$ cat src/rtl/rfifo_pkg.sv
// Shared definitions for the rotating frame FIFO.
// Assumes exactly three banks; the role cycle is fixed by that count.
package rfifo_pkg;

    localparam int unsigned NUM_BANKS = 3;

    typedef enum logic [1:0] {
        ROLE_COLLECT = 2'd0,
        ROLE_DRAIN   = 2'd1,
        ROLE_WIPE    = 2'd2
    } role_e;

    // Successor of a bank slot index in the three-way rotation.
    function automatic logic [1:0] next_slot(input logic [1:0] s);
        return (s == 2'd2) ? 2'd0 : s + 2'd1;
    endfunction

endpackage

$ cat src/rtl/rfifo_role_seq.sv
// Role sequencer: a three-state phase that advances on every bunch-crossing
// tick, with the role of each bank decoded from it.
// Assumes bx_tick is a single-cycle pulse in the clk domain.
module rfifo_role_seq
    import rfifo_pkg::*;
(
    input  logic                 clk,
    input  logic                 rst_n,
    input  logic                 bx_tick,
    output logic [NUM_BANKS-1:0] is_collect,
    output logic [NUM_BANKS-1:0] is_drain,
    output logic [NUM_BANKS-1:0] is_wipe
);

    logic [1:0] phase_q;

    // Advance the phase at every tick; phase value names the collecting bank.
    always_ff @(posedge clk) begin
        if (!rst_n)
            phase_q <= 2'd0;
        else if (bx_tick)
            phase_q <= next_slot(phase_q);
    end

    for (genvar i = 0; i < NUM_BANKS; i++) begin : g_role
        role_e role;

        // Bank i drains one phase after it collected, is wiped one after that.
        always_comb begin
            if (phase_q == 2'(i))
                role = ROLE_COLLECT;
            else if (phase_q == next_slot(2'(i)))
                role = ROLE_DRAIN;
            else
                role = ROLE_WIPE;
        end

        assign is_collect[i] = (role == ROLE_COLLECT);
        assign is_drain[i]   = (role == ROLE_DRAIN);
        assign is_wipe[i]    = (role == ROLE_WIPE);
    end

endmodule

$ cat src/rtl/rfifo_bank.sv
// One circular FIFO bank with a synchronous wipe and a flat view of its
// contents, oldest word first, unused slots forced to zero.
// Assumes push and pop may be requested in the same cycle; a push when full
// and a pop when empty are ignored here.
module rfifo_bank #(
    parameter int unsigned W     = 8,
    parameter int unsigned DEPTH = 5
) (
    input  logic                           clk,
    input  logic                           rst_n,
    input  logic                           clr,
    input  logic                           push,
    input  logic [W-1:0]                   wdata,
    input  logic                           pop,
    output logic [W-1:0]                   head,
    output logic [$clog2(DEPTH+1)-1:0]     level,
    output logic [DEPTH*W-1:0]             view
);

    localparam int unsigned PW = (DEPTH > 1) ? $clog2(DEPTH) : 1;
    localparam int unsigned CW = $clog2(DEPTH + 1);

    logic [W-1:0]  mem [DEPTH];
    logic [PW-1:0] wptr_q, rptr_q;
    logic [CW-1:0] level_q;
    logic          push_ok, pop_ok;

    assign push_ok = push && (level_q != CW'(DEPTH));
    assign pop_ok  = pop  && (level_q != '0);

    // Pointer and fill-level bookkeeping, cleared by reset or wipe.
    always_ff @(posedge clk) begin
        if (!rst_n || clr) begin
            wptr_q  <= '0;
            rptr_q  <= '0;
            level_q <= '0;
        end else begin
            if (push_ok)
                wptr_q <= (wptr_q == PW'(DEPTH - 1)) ? '0 : wptr_q + PW'(1);
            if (pop_ok)
                rptr_q <= (rptr_q == PW'(DEPTH - 1)) ? '0 : rptr_q + PW'(1);
            level_q <= level_q + CW'(push_ok) - CW'(pop_ok);
        end
    end

    // Word storage; contents beyond the fill level are never observed.
    always_ff @(posedge clk) begin
        if (push_ok && !clr)
            mem[wptr_q] <= wdata;
    end

    // Oldest-first view of stored words, zero past the fill level.
    always_comb begin
        logic [PW:0] slot;
        view = '0;
        for (int j = 0; j < DEPTH; j++) begin
            slot = {1'b0, rptr_q} + (PW+1)'(j);
            if (slot >= (PW+1)'(DEPTH))
                slot = slot - (PW+1)'(DEPTH);
            if (CW'(j) < level_q)
                view[(DEPTH-1-j)*W +: W] = mem[slot[PW-1:0]];
        end
    end

    assign head  = mem[rptr_q];
    assign level = level_q;

endmodule

$ cat src/rtl/rfifo_snap_chain.sv
// Snapshot shift register: parallel capture, serial shift toward the MSB.
// Assumes capture wins over shift when both are requested.
module rfifo_snap_chain #(
    parameter int unsigned LEN = 129
) (
    input  logic           clk,
    input  logic           rst_n,
    input  logic           capture,
    input  logic [LEN-1:0] load_bits,
    input  logic           shift,
    input  logic           ser_in,
    output logic           ser_out
);

    logic [LEN-1:0] chain_q;

    // Load on capture, otherwise shift one place when enabled.
    always_ff @(posedge clk) begin
        if (!rst_n)
            chain_q <= '0;
        else if (capture)
            chain_q <= load_bits;
        else if (shift)
            chain_q <= {chain_q[LEN-2:0], ser_in};
    end

    assign ser_out = chain_q[LEN-1];

endmodule

$ cat src/rtl/tri_phase_fifo.sv
// Top level: three FIFO banks rotating through collect, drain and wipe
// roles per bunch-crossing period, plus a non-intrusive snapshot chain.
// Assumes bx_tick is a single-cycle pulse; the merge stage may stall freely.
module tri_phase_fifo
    import rfifo_pkg::*;
#(
    parameter int unsigned W     = 8,
    parameter int unsigned DEPTH = 5
) (
    input  logic         clk,
    input  logic         rst_n,
    input  logic         bx_tick,
    input  logic         wr_valid,
    input  logic [W-1:0] wr_data,
    input  logic         rd_ready,
    output logic         rd_valid,
    output logic [W-1:0] rd_data,
    output logic         frame_ovf,
    input  logic         snap_capture,
    input  logic         snap_shift,
    input  logic         snap_in,
    output logic         snap_out
);

    localparam int unsigned CW        = $clog2(DEPTH + 1);
    localparam int unsigned SEG       = CW + DEPTH * W;
    localparam int unsigned CHAIN_LEN = NUM_BANKS * SEG;

    logic [NUM_BANKS-1:0] is_collect, is_drain, is_wipe;
    logic [CW-1:0]        level_a [NUM_BANKS];
    logic [W-1:0]         head_a  [NUM_BANKS];
    logic [DEPTH*W-1:0]   view_a  [NUM_BANKS];
    logic [CW-1:0]        writer_cnt, reader_cnt;
    logic [W-1:0]         reader_head;
    logic [CHAIN_LEN-1:0] cap_bits;
    logic                 ovf_q;

    rfifo_role_seq seq_u (
        .clk        (clk),
        .rst_n      (rst_n),
        .bx_tick    (bx_tick),
        .is_collect (is_collect),
        .is_drain   (is_drain),
        .is_wipe    (is_wipe)
    );

    for (genvar i = 0; i < NUM_BANKS; i++) begin : g_bank
        rfifo_bank #(.W(W), .DEPTH(DEPTH)) bank_u (
            .clk   (clk),
            .rst_n (rst_n),
            .clr   (is_wipe[i]),
            .push  (wr_valid && is_collect[i]),
            .wdata (wr_data),
            .pop   (rd_ready && is_drain[i]),
            .head  (head_a[i]),
            .level (level_a[i]),
            .view  (view_a[i])
        );
        // Bank 0 occupies the most significant segment of the snapshot.
        assign cap_bits[(NUM_BANKS-1-i)*SEG +: SEG] = {level_a[i], view_a[i]};
    end

    // Select the fill levels and head word of the banks in active roles.
    always_comb begin
        writer_cnt  = '0;
        reader_cnt  = '0;
        reader_head = '0;
        for (int i = 0; i < NUM_BANKS; i++) begin
            if (is_collect[i])
                writer_cnt = writer_cnt | level_a[i];
            if (is_drain[i]) begin
                reader_cnt  = reader_cnt | level_a[i];
                reader_head = reader_head | head_a[i];
            end
        end
    end

    // Frame overflow flag: set by a write into a full bank, cleared per frame.
    always_ff @(posedge clk) begin
        if (!rst_n)
            ovf_q <= 1'b0;
        else if (bx_tick)
            ovf_q <= 1'b0;
        else if (wr_valid && (writer_cnt == CW'(DEPTH)))
            ovf_q <= 1'b1;
    end

    rfifo_snap_chain #(.LEN(CHAIN_LEN)) snap_u (
        .clk       (clk),
        .rst_n     (rst_n),
        .capture   (snap_capture),
        .load_bits (cap_bits),
        .shift     (snap_shift),
        .ser_in    (snap_in),
        .ser_out   (snap_out)
    );

    assign rd_valid  = (reader_cnt != '0);
    assign rd_data   = reader_head;
    assign frame_ovf = ovf_q;

endmodule

$ cat config.mk
export PLATFORM = sky130hd
export DESIGN_NAME = tri_phase_fifo
export DESIGN_NICKNAME = d
export VERILOG_FILES = /design/src/rtl/rfifo_pkg.sv /design/src/rtl/rfifo_role_seq.sv /design/src/rtl/rfifo_bank.sv /design/src/rtl/rfifo_snap_chain.sv /design/src/rtl/tri_phase_fifo.sv
export SDC_FILE = /design/constraint.sdc
export NUM_CORES = 1
export LEC_CHECK = 0
export BUFFER_PORTS_ARGS = -buffer_cell sky130_fd_sc_hd__buf_2
export CAP_MARGIN = 40
export CORE_AREA = 2 2 189 191
export CTS_BUF_LIST = sky130_fd_sc_hd__clkbuf_4
export DETAILED_ROUTE_END_ITERATION = 8
export DIE_AREA = 0 0 191 193
export GPL_ROUTABILITY_DRIVEN = 0
export PLACE_DENSITY = 0.74
export SLEW_MARGIN = 20
export SYNTH_ARGS = -nofsm -noshare
export SYNTH_HDL_FRONTEND = slang
export SYNTH_SLANG_ARGS = --single-unit
$ cat constraint.sdc
create_clock -name clk -period 5.85 [get_ports clk]
set_clock_uncertainty 0.2 [all_clocks]
set_input_delay 0.2925 -clock clk [delete_from_list [all_inputs] [get_ports clk]]
set_output_delay 0.2925 -clock clk [all_outputs]
set_load 0.01 [all_outputs]
-- Word level (Yosys, flattened, before mapping)
Memory sizes are Yosys's and may differ from the RTL's. A register that Yosys moved wholly into a read port is not among the register bits.
Cells that the tools add are included.
- add/sub/neg operators: 40
- $lt $le $gt $ge: 30
- divide/modulo/power cells: 0
- muxes and demuxes: 66
- eq/ne operators: 18
- bitwise gates (word level): 7
- reduce and logical (&&, ||, !) cells: 33
- multipliers: 0
- shift operators: 0
- operators by type and width (kind ; number):
    $mux 129 ; 2
    $mux 8 ; 18
    $mux 3 ; 33
    $ge 4x3->1 const B ; 12
    $sub 3x3->3 const B ; 15
    $add 3x2->4 const B ; 6
    $eq 3x3->1 const B ; 7
    $add 3x1->3 const B ; 6
    $lt 1x3->1 const A ; 6
    $lt 2x3->1 const A ; 6
    $logic_and 1x1->1 ; 16
    $or 8x8->8 ; 2
    $mux 2 ; 7
    $add 3x1->4 const B ; 3
    $add 3x3->4 const B ; 3
    $or 3x3->3 ; 4
    $reduce_bool 3->1 ; 4
    $add 3x1->3 ; 3
    $ge 3x3->1 const B ; 3
    $lt 3x3->1 const A ; 3
    $ne 3x3->1 const B ; 3
    $sub 3x1->3 ; 3
    $eq 2x1->1 const B ; 4
    $eq 2x2->1 const B ; 4
    other kinds (8) ; 21
- memory bits (read-only): 0
- memories kept: 3
- memory bits (writable): 120
- bits of input ports: 16
- register bits: 159
- output and inout bits: 11
- bits in latches: 0
- memory list (memory ; words ; width ; read ports ; clocked after memory_dff ; wr ports ; RTL line ; text):
    g_bank[0].bank_u.mem ; 5 ; 8 ; 6 ; 1 ; 1 ; rfifo_bank.sv:23 ; logic [W-1:0] mem [DEPTH];
    g_bank[1].bank_u.mem ; 5 ; 8 ; 6 ; 1 ; 1 ; rfifo_bank.sv:23 ;
    g_bank[2].bank_u.mem ; 5 ; 8 ; 6 ; 1 ; 1 ; rfifo_bank.sv:23 ;

-- Depth between registers and ports, before layout
- depth after elaboration: 11
- gate-level depth with buffers: 12
- mapped depth without buffers: 12

-- Modules after synthesis
A second synthesis with hierarchy kept.
- cells, all modules: 1853
- area total of the unflattened synthesis: 20178.1 sq um
- modules (own cells, without submodules) (module ; area an instance (sq um) ; cells an instance ; seq. area each (sq um) ; instances):
    rfifo_snap_chain ; 6533.8 ; 572 ; 2582.5 ; 1
    rfifo_bank (g_bank[1].bank_u) ; 4425.5 ; 413 ; 1441.4 ; 1
    rfifo_bank (g_bank[2].bank_u) ; 4386.7 ; 406 ; 1441.4 ; 1
    rfifo_bank (g_bank[0].bank_u) ; 4377.9 ; 405 ; 1441.4 ; 1
    tri_phase_fifo ; 277.8 ; 38 ; 20.0 ; 1
    rfifo_role_seq ; 176.4 ; 19 ; 40.0 ; 1

-- Worst setup path before layout
OpenSTA, ideal clock, no wires.
- path type: flip-flop to flip-flop
- start point: register g_bank[2].bank_u.rptr_q[0]
- end point: register snap_u.chain_q[13]
- setup slack: 2.555 ns
- stages on the path, launching flop included: 12
- data required time: 5.519 ns
- setup time: 0.131 ns
- arrival: 2.964 ns
- path buffers: 4
- period minus slack after synthesis: 3.295 ns
- cells stage by stage: dfxtp_1 > inv_2 > buf_4 > buf_2 > ha_1 > ha_1 > clkbuf_1 > a21oi_2 > buf_4 > mux2_2 > a2111oi_0 > nor3_1
- word-level cells in the longest chain between the ends: 6
- elaborated cells between the ends (all ways): 7
- classes of those cells: add/sub: 2; order compare: 1; mux: 3; memory: 1
- RTL lines (item ; RTL line ; text):
    from (decl) ; rfifo_bank.sv:24 ; logic [PW-1:0] wptr_q, rptr_q;
    from (signal assigned) ; rfifo_bank.sv:41 ; rptr_q <= (rptr_q == PW'(DEPTH - 1)) ? '0 : rptr_q + PW'(1);
    $add 3x2->4 (*) ; rfifo_bank.sv:57 ; slot = {1'b0, rptr_q} + (PW+1)'(j);
    $ge 4x3->1 or $sub 3x3->3 (tied branches) ; rfifo_bank.sv:58, rfifo_bank.sv:59 ;
    $mux 3 (*) ; rfifo_bank.sv:58 ; if (slot >= (PW+1)'(DEPTH))
    $mem_v2 5x8 (*) ; - ;
    $mux 8 (*) ; rfifo_bank.sv:60 ; if (CW'(j) < level_q)
    $mux 129 (*) ; rfifo_snap_chain.sv:21 ; else if (capture)
    to (signal assigned) ; rfifo_snap_chain.sv:22 ; chain_q <= load_bits;
    to (signal assigned) ; rfifo_snap_chain.sv:24 ; chain_q <= {chain_q[LEN-2:0], ser_in};
    to (decl) ; rfifo_snap_chain.sv:15 ; logic [LEN-1:0] chain_q;
Every way passes the cells marked *; elsewhere a longest branch is shown, timed or not.
A chain may end at the register's enable or synchronous reset.

-- Final worst setup path
- start point: register g_bank[1].bank_u.rptr_q[1]
- end point: register snap_u.chain_q[62]
- word-level cells in the longest chain between the ends: 6
- elaborated cells between the ends (all ways): 7
- classes of those cells: add/sub: 2; order compare: 1; mux: 3; memory: 1
- RTL lines (item ; RTL line):
    from (decl) ; rfifo_bank.sv:24
    from (signal assigned) ; rfifo_bank.sv:41
    $add 3x2->4 (*) ; rfifo_bank.sv:57
    $ge 4x3->1 or $sub 3x3->3 (tied branches) ; rfifo_bank.sv:58, rfifo_bank.sv:59
    $mux 3 (*) ; rfifo_bank.sv:58
    $mem_v2 5x8 (*) ; -
    $mux 8 (*) ; rfifo_bank.sv:60
    $mux 129 (*) ; rfifo_snap_chain.sv:21
Marked as above.

==> metrics.md <==
| Metric | Value |
|---|---|
| Final count of hold timing violations | 0 |
| Run status | finished clean |
| Remaining design rule violation count | 0 |
| Number of H-tree branching levels | 3 |
| Top cells by count, synth | sky130_fd_sc_hd__mux2i_1, sky130_fd_sc_hd__a21oi_1, sky130_fd_sc_hd__dfxtp_1 |
| Fmax | ~260 MHz |
| Part of the cycle the worst path needs | 66.00% |
| EDFF count, synth | 120 |
| I/O pin total | 27 |
| Crit path launch type | flip-flop |
| Global-route usage over all layers | 37.00% |
| Nets | around 2200 |
| Most area-consuming cells after synthesis | sky130_fd_sc_hd__edfxtp_1, sky130_fd_sc_hd__dfxtp_1, sky130_fd_sc_hd__mux4_2 |
| First drt pass iteration count | 9 |
| Average detailed-routed wire length per instance | 25.74 um |
| First-pass GRT wire length | 102700 um |
| Final total negative setup slack | 0 ns |
| Synthesis-stage register bit count | 288 |
| Worst Hold Class | in -> reg |
| DP HPWL | 43440 um |
| Worst ir drop on vdd | 0.0003132 V |
| Relative slew margins | 36.84% |
| Area post-placement | 21010 um^2 |
| Design area | 22250 um^2 |
| Crit path setup slack, layout | 1.989 ns |
| Total of endpoints with negative setup slack in the final report | 0 |
| Overflow left after global routing | 0 |
| Flip-flop cell with the highest count after synthesis | sky130_fd_sc_hd__dfxtp_1 |
| CTS root buf | sky130_fd_sc_hd__clkbuf_4 |
| Pre-CTS setup slack | 1.916 ns |
| Post-layout instance count excluding filler cells | 2651 |
| Fraction of final layout cells with drive strength greater than 1 | 17.46% |
| Deepest clock path buffer count | 3 |
| Leakage power total | 8.552 nW |
| Min Tclk post-route | 3.861 ns |
| Count of warnings emitted by yosys | 0 |
| Cell count after synthesis | approximately 2100 |
| Kind of capture point of the worst setup path | flip-flop |
| Cell accounting for the most synthesized area | sky130_fd_sc_hd__edfxtp_1 |
| Number of cells in the design after placement | 2484 |
| Sum of routed wire length over all layers | 68230 um |
| Number of antenna violations at the first check in global routing | 2 |
| Number of port buffers | 26 |
| Data arrival, critical path | between 4 and 5 ns |
| Area growth from synthesis to layout | 8.184% |
| Power density of the placed cells | 213.5 nW/um^2 |
| Most common cell in the synthesized netlist | sky130_fd_sc_hd__mux2i_1 |
| Number of vias after detailed routing | around 19000 |
| Worst hold-check slack | 0.2284 ns |
| Slew at the pin closest to its max-slew limit | about 0.95 ns |
| Die W | 191 um |
| Post-synthesis sequential area ratio | around a third |
| Remaining antenna violation count | 0 |
| Placeable core region | 34960 um^2 |
| FFs w/ async S/R, synth | 0% |
| Final core utilization | 63.62% |
| Worst endpoint required time | between 6 and 7 ns |
| R2R setup slack | between 1.5 and 2 ns |
| Number of global-route vias before repair | around 18000 |
| Start-to-end type of the worst setup path | reg -> reg |
| Setup repair after global routing missed its margin | no |
| Fin. max-slew vios | 0 |
| Clock-pin transition on the worst setup and hold timing paths | 0.07 ns |
| Inserted Clock Buffers | a little under 80 |
| Average instance area after synthesis | 9.824 um^2 |
| 1st-iter DRT viols | 2734 |
| Number of clock sinks | 288 |
| Net Count, Synth | 2168 |
| Y dimension of the die | approximately 190 um |
| Max cap viols | 0 |
| Row Count | 69 |
| Fraction of synthesized cell area taken by the top area cell type | 17.52% |
| Starting density of the core | 58.81% |
| Post-DR vias/cell | roughly 7 |
| Die area | ~37000 um^2 |
| Worst Path Max Fanout | 30 |
| Count of distinct cell types in the synthesized netlist | 67 |
| Clk Latency, worst-skew pair | 0.83 ns |
| Overall power of the completed layout | 4.750 mW |
| Largest net degree at the start of global routing | 68 |
| CTS tree | done |
| Post-Syn Area | 20560 um^2 |
-- timing repair --
item	in CTS	in global routing
resized for setup	0	0
hold buffers	16	0
endpoints found under the hold margin	198	0
endpoints found under the setup margin	0	0
setup buffers	0	0
-- state kept, by name (all words and copies together) (netlist names), named ones only --
signal / cells
g_bank.bank_u.rptr_q: 9
g_bank.bank_u.level: 9
seq_u.phase_q: 2
snap_u.chain_q: 129
g_bank.bank_u.mem: 120
frame_ovf: 1
g_bank.bank_u.wptr_q: 9
-- final cells by class --
| cell class | count | area (um^2) |
|---|---|---|
| fill | 2861 | 12720 |
| inverter | 134 | 503.0 |
| tap | 461 | 576.8 |
| sequential | 288 | 6967 |
| timing repair buffer | 91 | 759.5 |
| clock inverter | 42 | 215.2 |
| clock buffer | 103 | 773.2 |
| antenna | 2 | 5.005 |
| multi-input combinational | 1530 | 12450 |
-- cells in the final DEF (no fill, tap or decap), types with 5 or more instances in the layout --
cell | synthesis | final
sky130_fd_sc_hd__mux2i_1 | 214 | 214
sky130_fd_sc_hd__a21oi_1 | 200 | 200
sky130_fd_sc_hd__dfxtp_1 | 168 | 168
sky130_fd_sc_hd__o21ai_0 | 166 | 166
sky130_fd_sc_hd__inv_1 | 130 | 130
sky130_fd_sc_hd__edfxtp_1 | 120 | 120
sky130_fd_sc_hd__clkbuf_4 | 0 | 104
sky130_fd_sc_hd__mux4_2 | 99 | 99
sky130_fd_sc_hd__nor2_1 | 94 | 94
sky130_fd_sc_hd__nor2b_1 | 87 | 87
sky130_fd_sc_hd__nand2_1 | 73 | 73
sky130_fd_sc_hd__o221ai_1 | 64 | 64
sky130_fd_sc_hd__and2_1 | 60 | 60
sky130_fd_sc_hd__and3_1 | 59 | 59
sky130_fd_sc_hd__mux2_2 | 58 | 58
sky130_fd_sc_hd__ha_1 | 53 | 51
sky130_fd_sc_hd__o22ai_1 | 39 | 39
sky130_fd_sc_hd__a2111oi_0 | 37 | 37
sky130_fd_sc_hd__buf_2 | 29 | 36
sky130_fd_sc_hd__nand3_1 | 31 | 31
sky130_fd_sc_hd__clkinv_1 | 0 | 28
sky130_fd_sc_hd__buf_4 | 10 | 26
sky130_fd_sc_hd__o211a_1 | 24 | 24
sky130_fd_sc_hd__nor3_1 | 24 | 23
sky130_fd_sc_hd__dlygate4sd3_1 | 0 | 16
sky130_fd_sc_hd__nand2b_1 | 14 | 14
sky130_fd_sc_hd__a222oi_1 | 10 | 10
sky130_fd_sc_hd__a211oi_1 | 10 | 10
sky130_fd_sc_hd__xnor2_1 | 9 | 9
sky130_fd_sc_hd__nor3b_1 | 8 | 8
sky130_fd_sc_hd__a21o_1 | 8 | 8
sky130_fd_sc_hd__clkinv_2 | 0 | 8
sky130_fd_sc_hd__fa_1 | 6 | 6
sky130_fd_sc_hd__or2_2 | 5 | 5
sky130_fd_sc_hd__o21ai_1 | 5 | 5
sky130_fd_sc_hd__nand3b_1 | 5 | 5
sky130_fd_sc_hd__a21oi_2 | 5 | 5
-- worst paths after layout --
kind,to,from,cells after the start
worst max register to register,snap_u.chain_q[62],g_bank[1].bank_u.rptr_q[1],9
worst min register to register,snap_u.chain_q[26],snap_u.chain_q[26],1
worst max-delay path,snap_u.chain_q[62],g_bank[1].bank_u.rptr_q[1],9
worst min-delay path,seq_u.phase_q[1],bx_tick,4
-- critical path: stages, from the launching register on --
cell                      delay, ns
sky130_fd_sc_hd__dfxtp_1       0.82
sky130_fd_sc_hd__inv_1         0.34
sky130_fd_sc_hd__ha_2          0.51
sky130_fd_sc_hd__buf_12        0.25
sky130_fd_sc_hd__inv_1         0.42
sky130_fd_sc_hd__a21oi_1       0.07
sky130_fd_sc_hd__a31oi_1       0.65
sky130_fd_sc_hd__a21oi_1       0.08
sky130_fd_sc_hd__o21ai_0       0.26
sky130_fd_sc_hd__a21oi_1       0.11
-- logic make-up after synthesis --
| family | after synthesis | synth area share, % |
|---|---|---|
| mux | 376 | 24.80 |
| buf+inv | 275 | 5.671 |
| xor+xnor | 12 | 0.6207 |
| compound gates | 606 | 18.93 |
| simple gates | 477 | 12.29 |
| fa+ha+maj | 59 | 3.809 |
| flops | 288 | 33.88 |
-- per-layer routing --
metal / vias to the layer above / track usage (%) / share of wire, %
li1: 8044 / - / -
met5: - / 0 / 0
met4: 0 / 25.82 / 7.4
met2: 1363 / 53.92 / 42
met3: 374 / 11.42 / 14
met1: 8809 / 47.07 / 37
-- power breakdown --
| group | internal (mW) | total, mW | switching [mW] |
|---|---|---|---|
| combinational | 0.298 | 0.706 | 0.408 |
| clock | 0.882 | 1.81 | 0.924 |
| sequential | 2.16 | 2.24 | 0.0801 |
| total | 3.34 | 4.75 | 1.41 |
(Power assumes the default switching activity.)
